[src/rtl/kpd_pkg.sv]
package kpd_pkg;

    localparam int KP_ROWS = 4;
    localparam int KP_COLS = 4;

    typedef enum logic [2:0] {
        ST_REL_WAIT,
        ST_REL_DB,
        ST_PRS_WAIT,
        ST_PRS_DB,
        ST_SCAN
    } scan_state_t;

    typedef struct packed {
        logic       hit;
        logic [1:0] pos;
    } col_hit_t;

    typedef struct packed {
        logic [1:0] row;
        logic [1:0] col;
    } key_pos_t;

    function automatic col_hit_t find_low_col(input logic [KP_COLS-1:0] c);
        col_hit_t r;
        r.hit = 1'b0;
        r.pos = 2'd0;
        for (int i = KP_COLS - 1; i >= 0; i--) begin
            if (!c[i]) begin
                r.hit = 1'b1;
                r.pos = 2'(i);
            end
        end
        return r;
    endfunction

    function automatic logic [7:0] hex_ascii(input logic [3:0] idx);
        if (idx < 4'd10)
            return 8'h30 + {4'h0, idx};
        else
            return 8'h37 + {4'h0, idx};
    endfunction

endpackage

[src/rtl/kpd_db_timer.sv]
module kpd_db_timer #(
    parameter int CYCLES = 1_000_000
) (
    input  logic clk,
    input  logic rst,
    input  logic run,
    output logic done
);
    localparam int CW = (CYCLES > 2) ? $clog2(CYCLES) : 1;
    localparam logic [CW-1:0] LAST = CW'(CYCLES - 1);

    logic [CW-1:0] cnt;

    always_ff @(posedge clk) begin
        if (rst || !run)
            cnt <= '0;
        else if (cnt != LAST)
            cnt <= cnt + 1'b1;
    end

    assign done = run && (cnt == LAST);
endmodule

[src/rtl/kpd_col_find.sv]
module kpd_col_find
    import kpd_pkg::*;
(
    input  logic [KP_COLS-1:0] cols,
    output col_hit_t           found
);
    always_comb found = find_low_col(cols);
endmodule

[src/rtl/kpd_encoder.sv]
module kpd_encoder
    import kpd_pkg::*;
(
    input  key_pos_t   pos,
    output logic [7:0] ascii
);
    always_comb ascii = hex_ascii({pos.row, pos.col});
endmodule

[src/rtl/kpd_scanner.sv]
module kpd_scanner
    import kpd_pkg::*;
#(
    parameter int DB_CYCLES = 1_000_000
) (
    input  logic       clk,
    input  logic       rst,
    input  logic [3:0] col_in,
    output logic [3:0] row_drv,
    output logic       key_valid,
    output logic [7:0] key_char
);
    scan_state_t state;
    logic [KP_ROWS-1:0] row_pat;
    logic [1:0]         row_num;
    logic               tmr_run;
    logic               tmr_done;
    col_hit_t           col_hit;
    key_pos_t           hit_pos;
    logic [7:0]         hit_char;

    assign tmr_run = (state == ST_REL_DB) || (state == ST_PRS_DB);

    kpd_db_timer #(.CYCLES(DB_CYCLES)) u_timer (
        .clk  (clk),
        .rst  (rst),
        .run  (tmr_run),
        .done (tmr_done)
    );

    kpd_col_find u_colf (
        .cols  (col_in),
        .found (col_hit)
    );

    assign hit_pos.row = row_num;
    assign hit_pos.col = col_hit.pos;

    kpd_encoder u_enc (
        .pos   (hit_pos),
        .ascii (hit_char)
    );

    assign row_drv = (state == ST_SCAN) ? row_pat : '0;

    always_ff @(posedge clk) begin
        if (rst) begin
            state     <= ST_REL_WAIT;
            row_pat   <= 4'b1110;
            row_num   <= 2'd0;
            key_valid <= 1'b0;
            key_char  <= 8'h00;
        end else begin
            key_valid <= 1'b0;
            case (state)
                ST_REL_WAIT: begin
                    if (!col_hit.hit)
                        state <= ST_REL_DB;
                end
                ST_REL_DB: begin
                    if (tmr_done)
                        state <= col_hit.hit ? ST_REL_WAIT : ST_PRS_WAIT;
                end
                ST_PRS_WAIT: begin
                    if (col_hit.hit)
                        state <= ST_PRS_DB;
                end
                ST_PRS_DB: begin
                    if (tmr_done) begin
                        if (col_hit.hit) begin
                            state   <= ST_SCAN;
                            row_pat <= 4'b1110;
                            row_num <= 2'd0;
                        end else begin
                            state <= ST_PRS_WAIT;
                        end
                    end
                end
                ST_SCAN: begin
                    if (col_hit.hit) begin
                        key_char  <= hit_char;
                        key_valid <= 1'b1;
                        state     <= ST_REL_WAIT;
                    end else if (row_num == 2'd3) begin
                        state <= ST_REL_WAIT;
                    end else begin
                        row_pat <= {row_pat[2:0], row_pat[3]};
                        row_num <= row_num + 2'd1;
                    end
                end
                default: state <= ST_REL_WAIT;
            endcase
        end
    end
endmodule

[config.mk]
export PLATFORM = sky130hd
export DESIGN_NAME = kpd_scanner
export DESIGN_NICKNAME = d
export VERILOG_FILES = /design/src/rtl/kpd_pkg.sv /design/src/rtl/kpd_db_timer.sv /design/src/rtl/kpd_col_find.sv /design/src/rtl/kpd_encoder.sv /design/src/rtl/kpd_scanner.sv
export SDC_FILE = /design/constraint.sdc
export NUM_CORES = 1
export LEC_CHECK = 0
export CORE_MARGIN = 10
export CORE_UTILIZATION = 55
export CTS_BUF_LIST = sky130_fd_sc_hd__clkbuf_4
export DETAILED_ROUTE_END_ITERATION = 16
export GPL_TIMING_DRIVEN = 0
export PLACE_DENSITY = 0.8
export SETUP_SLACK_MARGIN = 0.5
export SLEW_MARGIN = 20
export SYNTH_ARGS = -nofsm -noshare
export SYNTH_HDL_FRONTEND = slang
export SYNTH_SLANG_ARGS = --single-unit
[constraint.sdc]
create_clock -name clk -period 2.1 [get_ports clk]
set_input_delay 0.42 -clock clk [delete_from_list [all_inputs] [get_ports clk]]
set_output_delay 0.42 -clock clk [all_outputs]
set_load 0.01 [all_outputs]
==> results.py, run 1 <==
metrics = {
    "outcome": {
        "status": "finished, final reports clean",
    },
    "worst_setup_path": {
        "ff2ff_path_depth": 7,
        "reg2reg_setup_slack_ns": 0.07,
        "crit_start": "state[0]",
        "critPathTopFamily": "simple AND/OR/NAND/NOR gates",
        "slowest_stage": "or3_4",
        "crit_fanout": 3,
        "worstReg2RegEnd": "row_pat[2]",
        "path_class": "flip-flop to flip-flop",
        "cp-end-kind": "flip-flop",
        "path_buf_inv": 3,
        "worstPathRequired_ns": 2.37,
        "cp.depth": 7,
        "cp.arrival_ns": 2.30,
        "start_kind": "flip-flop",
        "cpMostUsedCell": "buf_4",
        "crit_path_end": "row_pat[2]",
        "slowest_delay_ns": 0.41,
        "crit_path_cell_trace": "buf_6, buf_4, or3b_4, or3_4, buf_4, o21ai_4, mux2i_1",
        "rr_startpoint": "state[0]",
    },
    "timing": {
        "holdWs_ns": 0.486,
        "period_share": 0.966,
        "hold_viol_final": 0,
        "maxSlewHeadroom": 0.512,
        "period_minus_slack_ns": 2.03,
        "rsz0062_at_grt": "yes",
        "max_freq_mhz": 493,
        "skew_ns": 0.00670,
        "drv_slew": 0,
        "setup_viol": 0,
        "worst_slew_pin_slew_ns": 0.732,
        "tns_ns": 0,
    },
    "final_layout": {
        "final_cells": 341,
        "mostFrequentLayoutCells": "32 x buf_4, 22 x dfxtp_1, 20 x buf_6",
        "fillers": 135,
        "layout_commonest_cell": "buf_4",
        "drive_above_1_share": 0.481,
        "syn_to_final_growth_pct": 61.3,
        "final_nets": 304,
        "diodes": 0,
    },
    "die": {
        "initial_core_util": 0.563,
        "dieArea_sq_um": 6120,
        "fp.dieH_microns": 78.2,
        "rows": 21,
        "core_area_sq_um": 3310,
        "die_x_microns": 78.2,
        "ioPinCount": 19,
    },
    "synthesis": {
        "synth_cell_types": 49,
        "ys_ff_latch": 37,
        "ys_warn_count": 0,
        "synth_fp_nets": 235,
        "async_reset_ff_frac": 0,
        "synth_flop_cell": "dfxtp_1",
        "synth_area_per_cell_sq_um": 8.29,
        "synthesis.instances": 225,
        "seq_area_frac_synth": 0.397,
        "synth_edf_count": 0,
        "synthesis.area_sq_um": 1870,
    },
    "clock_network": {
        "cts_max_path_buffers": 2,
        "cts.hold.buffers_added": 0,
        "path_clk_slew_ns": 0.12,
        "cts_tree": "yes",
        "clockRootBuffer": "clkbuf_4",
        "cts_max_level": 2,
        "clock-sinks": 37,
        "cts-buffers-inserted": 5,
        "clock_latency_ns": 0.36,
    },
    "routing": {
        "route.detailed.drc": 0,
        "wl_microns": 7720,
        "drt_pre_antenna_iters": 7,
        "initialDrtViolationCount": 223,
        "ant_nets": 0,
        "vias_per_cell": 6.63,
        "via_count": 2261,
        "wl_per_cell_microns": 22.6,
    },
    "run": {
        "maxCapViolCount": 0,
    },
    "global_route": {
        "grt_usage": 0.187,
        "grt_pass1_wl_microns": 9340,
        "grt_pass1_vias": 1997,
        "grt_max_degree": 13,
        "antenna_found_initial": 0,
        "grt_overflow": 0,
    },
    "place": {
        "globalplace.congestion": 0.868,
        "post-dp-hpwl_microns": 2840,
        "io_buffers": 17,
        "dp.cells": 288,
    },
    "min_path": {
        "min_path_type": "flip-flop to flip-flop",
    },
    "power": {
        "p_per_area_nw_per_um2": 425,
        "power_uw": 1280,
        "p_leak_uw": 0.00114,
        "max-vdd-ir-drop_uv": 299,
    },
}
[final cells by class]
class,count,area [sq um],area share
plain buffers,9,76.3,0.0254
clock buffers,5,37.5,0.0125
clock inverters,3,41.3,0.0137
inverters,8,30.0,0.00998
multi-input cells,171,1430,0.474
flip-flops and latches,37,785,0.261
well taps,46,57.6,0.0191
repair buffers,62,556,0.185
[sequential cells by signal, indices dropped and copies added (netlist names)]
name         count
row_num          2
key_valid        1
u_timer.cnt     20
state            3
key_char         7
row_pat          4
[cell families after synthesis]
logic type,synth area share
compound gates,0.154
xor+xnor,0.0423
fa+ha+maj,0.0268
buf+inv,0.0376
flops,0.397
mux,0.0275
other cells,0.00201
simple gates,0.313
[worst reg2reg max path: stages, from the launching register on]
cell	delay, ns
dfxtp_2	0.34
buf_6	0.11
buf_4	0.14
or3b_4	0.38
or3_4	0.41
buf_4	0.16
o21ai_4	0.09
mux2i_1	0.31
[per-stage QoR]
step | util | cell area [sq um] | worst slack [ns]
final | 0.909 | 3010 | 0.0724
after floorplan | - | 1920 | 0.367
after global routing | 0.909 | 3010 | 0.0638
after CTS | 0.821 | 2720 | 0.231
after global placement | 0.650 | 2150 | -0.206
after detailed placement | 0.650 | 2150 | -0.188
[what timing repair did]
| item | in CTS | in global routing |
|---|---|---|
| endpoints found under the setup margin | 43 | 38 |
| resized for setup | 91 | 56 |
| pin swaps | 31 | 19 |
| hold endpoints to repair | 0 | 0 |
| cloned | 0 | 0 |
| setup buffers | 37 | 8 |
[how the worst min path moves through the flow]
stage                               start               to  cells past startpoint
after floorplan           u_timer.cnt[19]  u_timer.cnt[19]                      2
after global placement        key_char[1]      key_char[1]                      2
after detailed placement      key_char[1]      key_char[1]                      2
after CTS                     key_char[1]      key_char[1]                      2
after global routing       u_timer.cnt[2]   u_timer.cnt[2]                      1
final                      u_timer.cnt[2]   u_timer.cnt[2]                      1
[power by group]
group | total [uW] | leakage, uW | internal [uW] | switching, uW
clock network | 508 | 0.0000389 | 246 | 262
registers | 691 | 0.000309 | 690 | 0.723
logic | 80.4 | 0.000790 | 31.4 | 49.0
[routing by layer]
layer | global-route usage | part of all wire | vias up
met3 | 0.0444 | 0.078 | 53
met5 | 0 | 0 | -
li1 | - | - | 955
met1 | 0.197 | 0.36 | 1080
met4 | 0.108 | 0.061 | 0
met2 | 0.332 | 0.50 | 173
[cells in the mapped netlist, types with 3 or more instances]
master | instances | share of area
dfxtp_1 | 37 | 0.40
nor2_1 | 20 | 0.040
nor3_1 | 14 | 0.038
o21ai_0 | 14 | 0.038
a21oi_1 | 13 | 0.035
nand2_1 | 13 | 0.026
nand3_1 | 11 | 0.030
xnor2_1 | 9 | 0.042
and2_1 | 8 | 0.027
inv_1 | 8 | 0.016
or3_1 | 8 | 0.027
nand4_1 | 6 | 0.020
clkbuf_1 | 5 | 0.010
a31oi_1 | 4 | 0.013
ha_1 | 4 | 0.027
mux2i_1 | 4 | 0.021
and4_1 | 3 | 0.014
nand2b_1 | 3 | 0.010
nor2b_1 | 3 | 0.010
nor4_1 | 3 | 0.010
Power figures use the tool's default switching activity.
==> run 2: changes to the inputs <==
--- a/config.mk
+++ b/config.mk
@@ -6,11 +6,11 @@
 export NUM_CORES = 1
 export LEC_CHECK = 0
 export CORE_MARGIN = 10
-export CORE_UTILIZATION = 55
+export CORE_UTILIZATION = 58
 export CTS_BUF_LIST = sky130_fd_sc_hd__clkbuf_4
 export DETAILED_ROUTE_END_ITERATION = 16
 export GPL_TIMING_DRIVEN = 0
-export PLACE_DENSITY = 0.8
+export PLACE_DENSITY = 0.83
 export SETUP_SLACK_MARGIN = 0.5
 export SLEW_MARGIN = 20
 export SYNTH_ARGS = -nofsm -noshare
==> constraint.sdc (replaced) <==
create_clock -name clk -period 2.1 [get_ports clk]
set_input_delay 0.315 -clock clk [delete_from_list [all_inputs] [get_ports clk]]
set_output_delay 0.315 -clock clk [all_outputs]
set_load 0.01 [all_outputs]
==> results.py, run 2 (same netlist as run 1, synthesis figures left out) <==
metrics = {
    "outcome": {
        "status": "finished, final reports clean",
    },
    "final_layout": {
        "final_cells": 330,
        "drive_above_1_share": 0.374,
        "layout_commonest_cell": "buf_4",
        "utilization": 0.887,
        "final_nets": 295,
        "syn_to_final_growth_pct": 46.3,
        "mostFrequentLayoutCells": "31 x buf_4, 23 x dfxtp_1, 19 x nor2_1",
        "reg_top3": "u_timer.cnt: 20 flops, key_char: 7 flops, row_pat: 4 flops",
        "largest_reg_flops": 20,
        "diodes": 0,
        "largest_register": "u_timer.cnt",
    },
    "routing": {
        "route.detailed.drc": 0,
        "top_layer": "met4",
        "met1Wirelength_microns": 2480,
        "vias_per_cell": 6.15,
        "drt_pre_antenna_iters": 6,
        "met3_length_microns": 427,
        "via_count": 2031,
        "ant_nets": 0,
        "dr_wl_met2_microns": 3140,
        "wl_microns": 6250,
        "wl_per_cell_microns": 18.9,
        "initialDrtViolationCount": 151,
    },
    "die": {
        "core_area_sq_um": 3080,
        "rows": 20,
        "die_x_microns": 76.7,
        "ioPinCount": 19,
        "fp.dieH_microns": 76.7,
        "initial_core_util": 0.606,
        "dieArea_sq_um": 5890,
    },
    "clock_network": {
        "cts.hold.buffers_added": 0,
        "path_clk_slew_ns": 0.11,
        "cts_max_path_buffers": 2,
        "clock-sinks": 37,
        "cts-buffers-inserted": 5,
        "clockRootBuffer": "clkbuf_4",
        "cts_max_level": 2,
        "cts_tree": "yes",
        "clock_latency_ns": 0.37,
    },
    "power": {
        "p_per_area_nw_per_um2": 425,
        "max-vdd-ir-drop_uv": 375,
        "p_leak_uw": 0.00109,
    },
    "timing": {
        "period_minus_slack_ns": 1.87,
        "hold_viol_final": 0,
        "maxSlewHeadroom": 0.622,
        "period_share": 0.889,
        "setup_viol": 0,
        "worst_slew_pin_slew_ns": 0.566,
        "tns_ns": 0,
        "drv_slew": 0,
        "max_freq_mhz": 536,
        "rsz0062_at_grt": "yes",
        "skew_ns": 0.0149,
    },
    "min_path": {
        "hold_depth": 2,
        "min_path_type": "flip-flop to flip-flop",
        "hp-start": "key_char[1]",
    },
    "worst_setup_path": {
        "crit_fanout": 6,
        "path_class": "flip-flop to flip-flop",
        "crit_start": "u_timer.cnt[1]",
        "start_kind": "flip-flop",
        "cp.arrival_ns": 2.12,
        "worstPathRequired_ns": 2.35,
        "cp-end-kind": "flip-flop",
        "rr_startpoint": "u_timer.cnt[1]",
        "ff2ff_path_depth": 6,
    },
    "place": {
        "globalplace.congestion": 0.852,
        "dp.cells": 286,
        "io_buffers": 17,
        "post-dp-hpwl_microns": 2850,
    },
    "run": {
        "maxCapViolCount": 0,
    },
    "global_route": {
        "antenna_found_initial": 0,
        "grt_usage": 0.175,
        "grt_pass1_vias": 1956,
        "grt_overflow": 0,
        "grt_max_degree": 12,
        "grt_pass1_wl_microns": 8870,
    },
}
[run 2: cell types whose count changed in the layout (fill, tap and decap cells not counted), sizes merged]
cell           delta
buf              -10
bufinv            -1
clkbuf            +3
clkdlybuf4s50     +4
clkinvlp          -1
dlygate4sd2       -8
dlymetal6s2s      +4
[run 2: path summary, 6_finish.rpt]
check                                  endpoint  slack, ns
worst max-delay path            u_timer.cnt[19]       0.23
worst min-delay path                key_char[1]       0.46
worst max register to register  u_timer.cnt[19]       0.23
worst min register to register      key_char[1]       0.46
[run 2: worst max-delay path, stage by stage (launching register included)]
cell and delay, ns:
dfxtp_4 0.40, nand4_1 0.18, or4_4 0.46, buf_6 0.14, buf_4 0.13, o31ai_1 0.35, a21oi_2 0.10
[run 2: area by class of cell]
class / count / area, sq um
clock inverter: 1 / 3.75
clock buffer: 7 / 52.6
buffer: 9 / 67.6
fill: 156 / 348
tap: 44 / 55.1
timing repair buffer: 53 / 474
sequential: 37 / 781
multi-input combinational: 171 / 1270
inverter: 8 / 30.0
[run 2: per-stage QoR]
step	instance area [sq um]	worst slack (ns)	power, uW	hold slack (ns)
floorplan	1920	0.367	740	0.449
global placement	2150	-0.118	760	0.445
detailed placement	2150	-0.128	760	0.450
CTS	2570	0.350	1140	0.471
global route	2730	0.137	1190	0.497
finish	2730	0.233	1160	0.464
[run 2: power breakdown]
group / internal, uW / switching (uW) / leakage (uW)
sequential: 691 / 0.831 / 0.000308
clock: 155 / 254 / 0.0000338
combinational: 24.7 / 34.4 / 0.000745
[run 2: timing repair]
item | CTS | global route
resized for setup | 56 | 34
endpoints found under the setup margin | 34 | 44
pin swaps | 20 | 8
buffers inserted | 32 | 4
[run 2: layer usage]
| layer | GRT usage | vias to the layer above |
|---|---|---|
| met4 | 0.0558 | 0 |
| met2 | 0.313 | 101 |
| met3 | 0.0420 | 24 |
| met5 | 0 | - |
| met1 | 0.199 | 971 |
| li1 | - | 935 |
==> run 3: changes to the inputs <==
--- a/config.mk
+++ b/config.mk
@@ -11,7 +11,6 @@
 export DETAILED_ROUTE_END_ITERATION = 16
 export GPL_TIMING_DRIVEN = 0
 export PLACE_DENSITY = 0.83
-export SETUP_SLACK_MARGIN = 0.5
 export SLEW_MARGIN = 20
 export SYNTH_ARGS = -nofsm -noshare
 export SYNTH_HDL_FRONTEND = slang
==> results.py, run 3 (same netlist as run 1, synthesis figures left out) <==
metrics = {
    "global_route": {
        "grt_overflow": 0,
        "grt_pass1_wl_microns": 6930,
        "grt_pass1_vias": 1624,
        "antenna_found_initial": 0,
        "grt_max_degree": 11,
        "grt_usage": 0.139,
    },
    "timing": {
        "period_minus_slack_ns": 1.99,
        "worst_slew_pin_slew_ns": 0.531,
        "fin_ws_ns": 0.111,
        "hold_viol_final": 0,
        "skew_ns": 0.00954,
        "rsz0062_at_grt": "no",
        "setup_viol": 0,
        "period_share": 0.947,
        "drv_slew": 0,
        "maxSlewHeadroom": 0.641,
        "tns_ns": 0,
        "max_freq_mhz": 503,
    },
    "worst_setup_path": {
        "reg2reg_setup_slack_ns": 0.14,
        "cpMostUsedCell": "buf_4",
        "crit_fanout": 9,
        "slowest_stage": "dfxtp_1",
        "path_buf_inv": 4,
        "start_kind": "flip-flop",
        "crit_path_cell_trace": "buf_2, nor3b_4, buf_4, buf_4, and2_1, clkdlybuf4s15_1",
        "path_class": "flip-flop to output port",
        "worstPathRequired_ns": 1.78,
        "slowest_delay_ns": 0.31,
        "critPathTopFamily": "buffers and inverters",
        "cp-end-kind": "output port",
        "cp.arrival_ns": 1.67,
    },
    "final_layout": {
        "drive_above_1_share": 0.0902,
        "finish.instance_area_sq_um": 2200,
        "syn_to_final_growth_pct": 17.9,
        "largest_reg_flops": 20,
        "final_nets": 265,
        "reg_top3": "u_timer.cnt: 20 flops, key_char: 7 flops, row_pat: 4 flops",
        "largest_register": "u_timer.cnt",
        "utilization": 0.715,
        "layout_commonest_cell": "dfxtp_1",
        "diodes": 0,
        "mostFrequentLayoutCells": "37 x dfxtp_1, 20 x nor2_1, 14 x o21ai_0, 14 x nor3_1",
    },
    "die": {
        "ioPinCount": 19,
        "rows": 20,
        "dieArea_sq_um": 5890,
        "fp.dieH_microns": 76.7,
        "initial_core_util": 0.606,
        "die_x_microns": 76.7,
        "core_area_sq_um": 3080,
    },
    "power": {
        "p_leak_uw": 0.000743,
        "p_per_area_nw_per_um2": 506,
        "power_uw": 1110,
        "max-vdd-ir-drop_uv": 466,
    },
    "routing": {
        "initialDrtViolationCount": 139,
        "via_count": 1724,
        "wl_microns": 4080,
        "wl_per_cell_microns": 13.6,
        "ant_nets": 0,
        "vias_per_cell": 5.77,
        "drt_pre_antenna_iters": 4,
        "route.detailed.drc": 0,
    },
    "place": {
        "globalplace.congestion": 0.867,
        "place_area_sq_um": 2090,
        "post-dp-hpwl_microns": 2880,
        "io_buffers": 17,
        "place_ws_ns": -0.182,
    },
    "min_path": {
        "min_path_type": "flip-flop to flip-flop",
    },
    "clock_network": {
        "cts_max_level": 2,
        "clock_latency_ns": 0.34,
        "cts_max_path_buffers": 2,
        "cts_tree": "yes",
        "clock-sinks": 37,
        "cts-buffers-inserted": 5,
        "clockRootBuffer": "clkbuf_4",
        "path_clk_slew_ns": 0.11,
    },
    "outcome": {
        "status": "finished, final reports clean",
    },
    "run": {
        "maxCapViolCount": 0,
    },
}
==> run 3: per-layer routing <==
metal / GRT usage / share of wire
met5: 0 / 0
met4: 0.0688 / 0.024
met3: 0.0524 / 0.051
met2: 0.235 / 0.48
met1: 0.147 / 0.45
==> run 3: cell type report <==
class	instances	area [sq um]
inverters	8	30.0
multi-input cells	171	1070
fillers	257	878
well taps	44	55.1
clock buffers	6	45.0
clock inverters	1	3.75
repair buffers	23	219
plain buffers	9	40.0
flip-flops and latches	37	741
==> run 3: path summary, 6_finish.rpt <==
check | from | to | depth (start not counted)
setup / recovery | state[0] | row_drv[3] | 6
hold / removal | key_char[1] | key_char[1] | 2
setup reg to reg | state[0] | row_num[1] | 5
hold reg to reg | key_char[1] | key_char[1] | 2
==> run 3: repair_timing <==
action | CTS | global route
endpoints found under the setup margin | 6 | 5
setup buffers | 3 | 3
hold buffers | 0 | 0
pin swaps | 1 | 2
resized for setup | 4 | 3
==> run 3: report_power, final <==
part	leakage (uW)	total [uW]	switching, uW	internal (uW)
clock network	0.0000292	364	229	135
logic	0.000416	45.8	27.2	18.6
registers	0.000298	703	0.668	702
==> run 3: worst register-to-register path: stages, from the launching register on <==
cell     delay, ns
dfxtp_1       0.31
buf_2         0.16
or3b_1        0.47
or3_1         0.42
o21a_1        0.19
mux2_2        0.29
==> run 3: metrics by stage <==
step | hold WS, ns | instances
global route | 0.495 | 299
global placement | 0.445 | 286
detailed placement | 0.448 | 286
CTS | 0.466 | 296
finish | 0.467 | 299
floorplan | 0.449 | 225
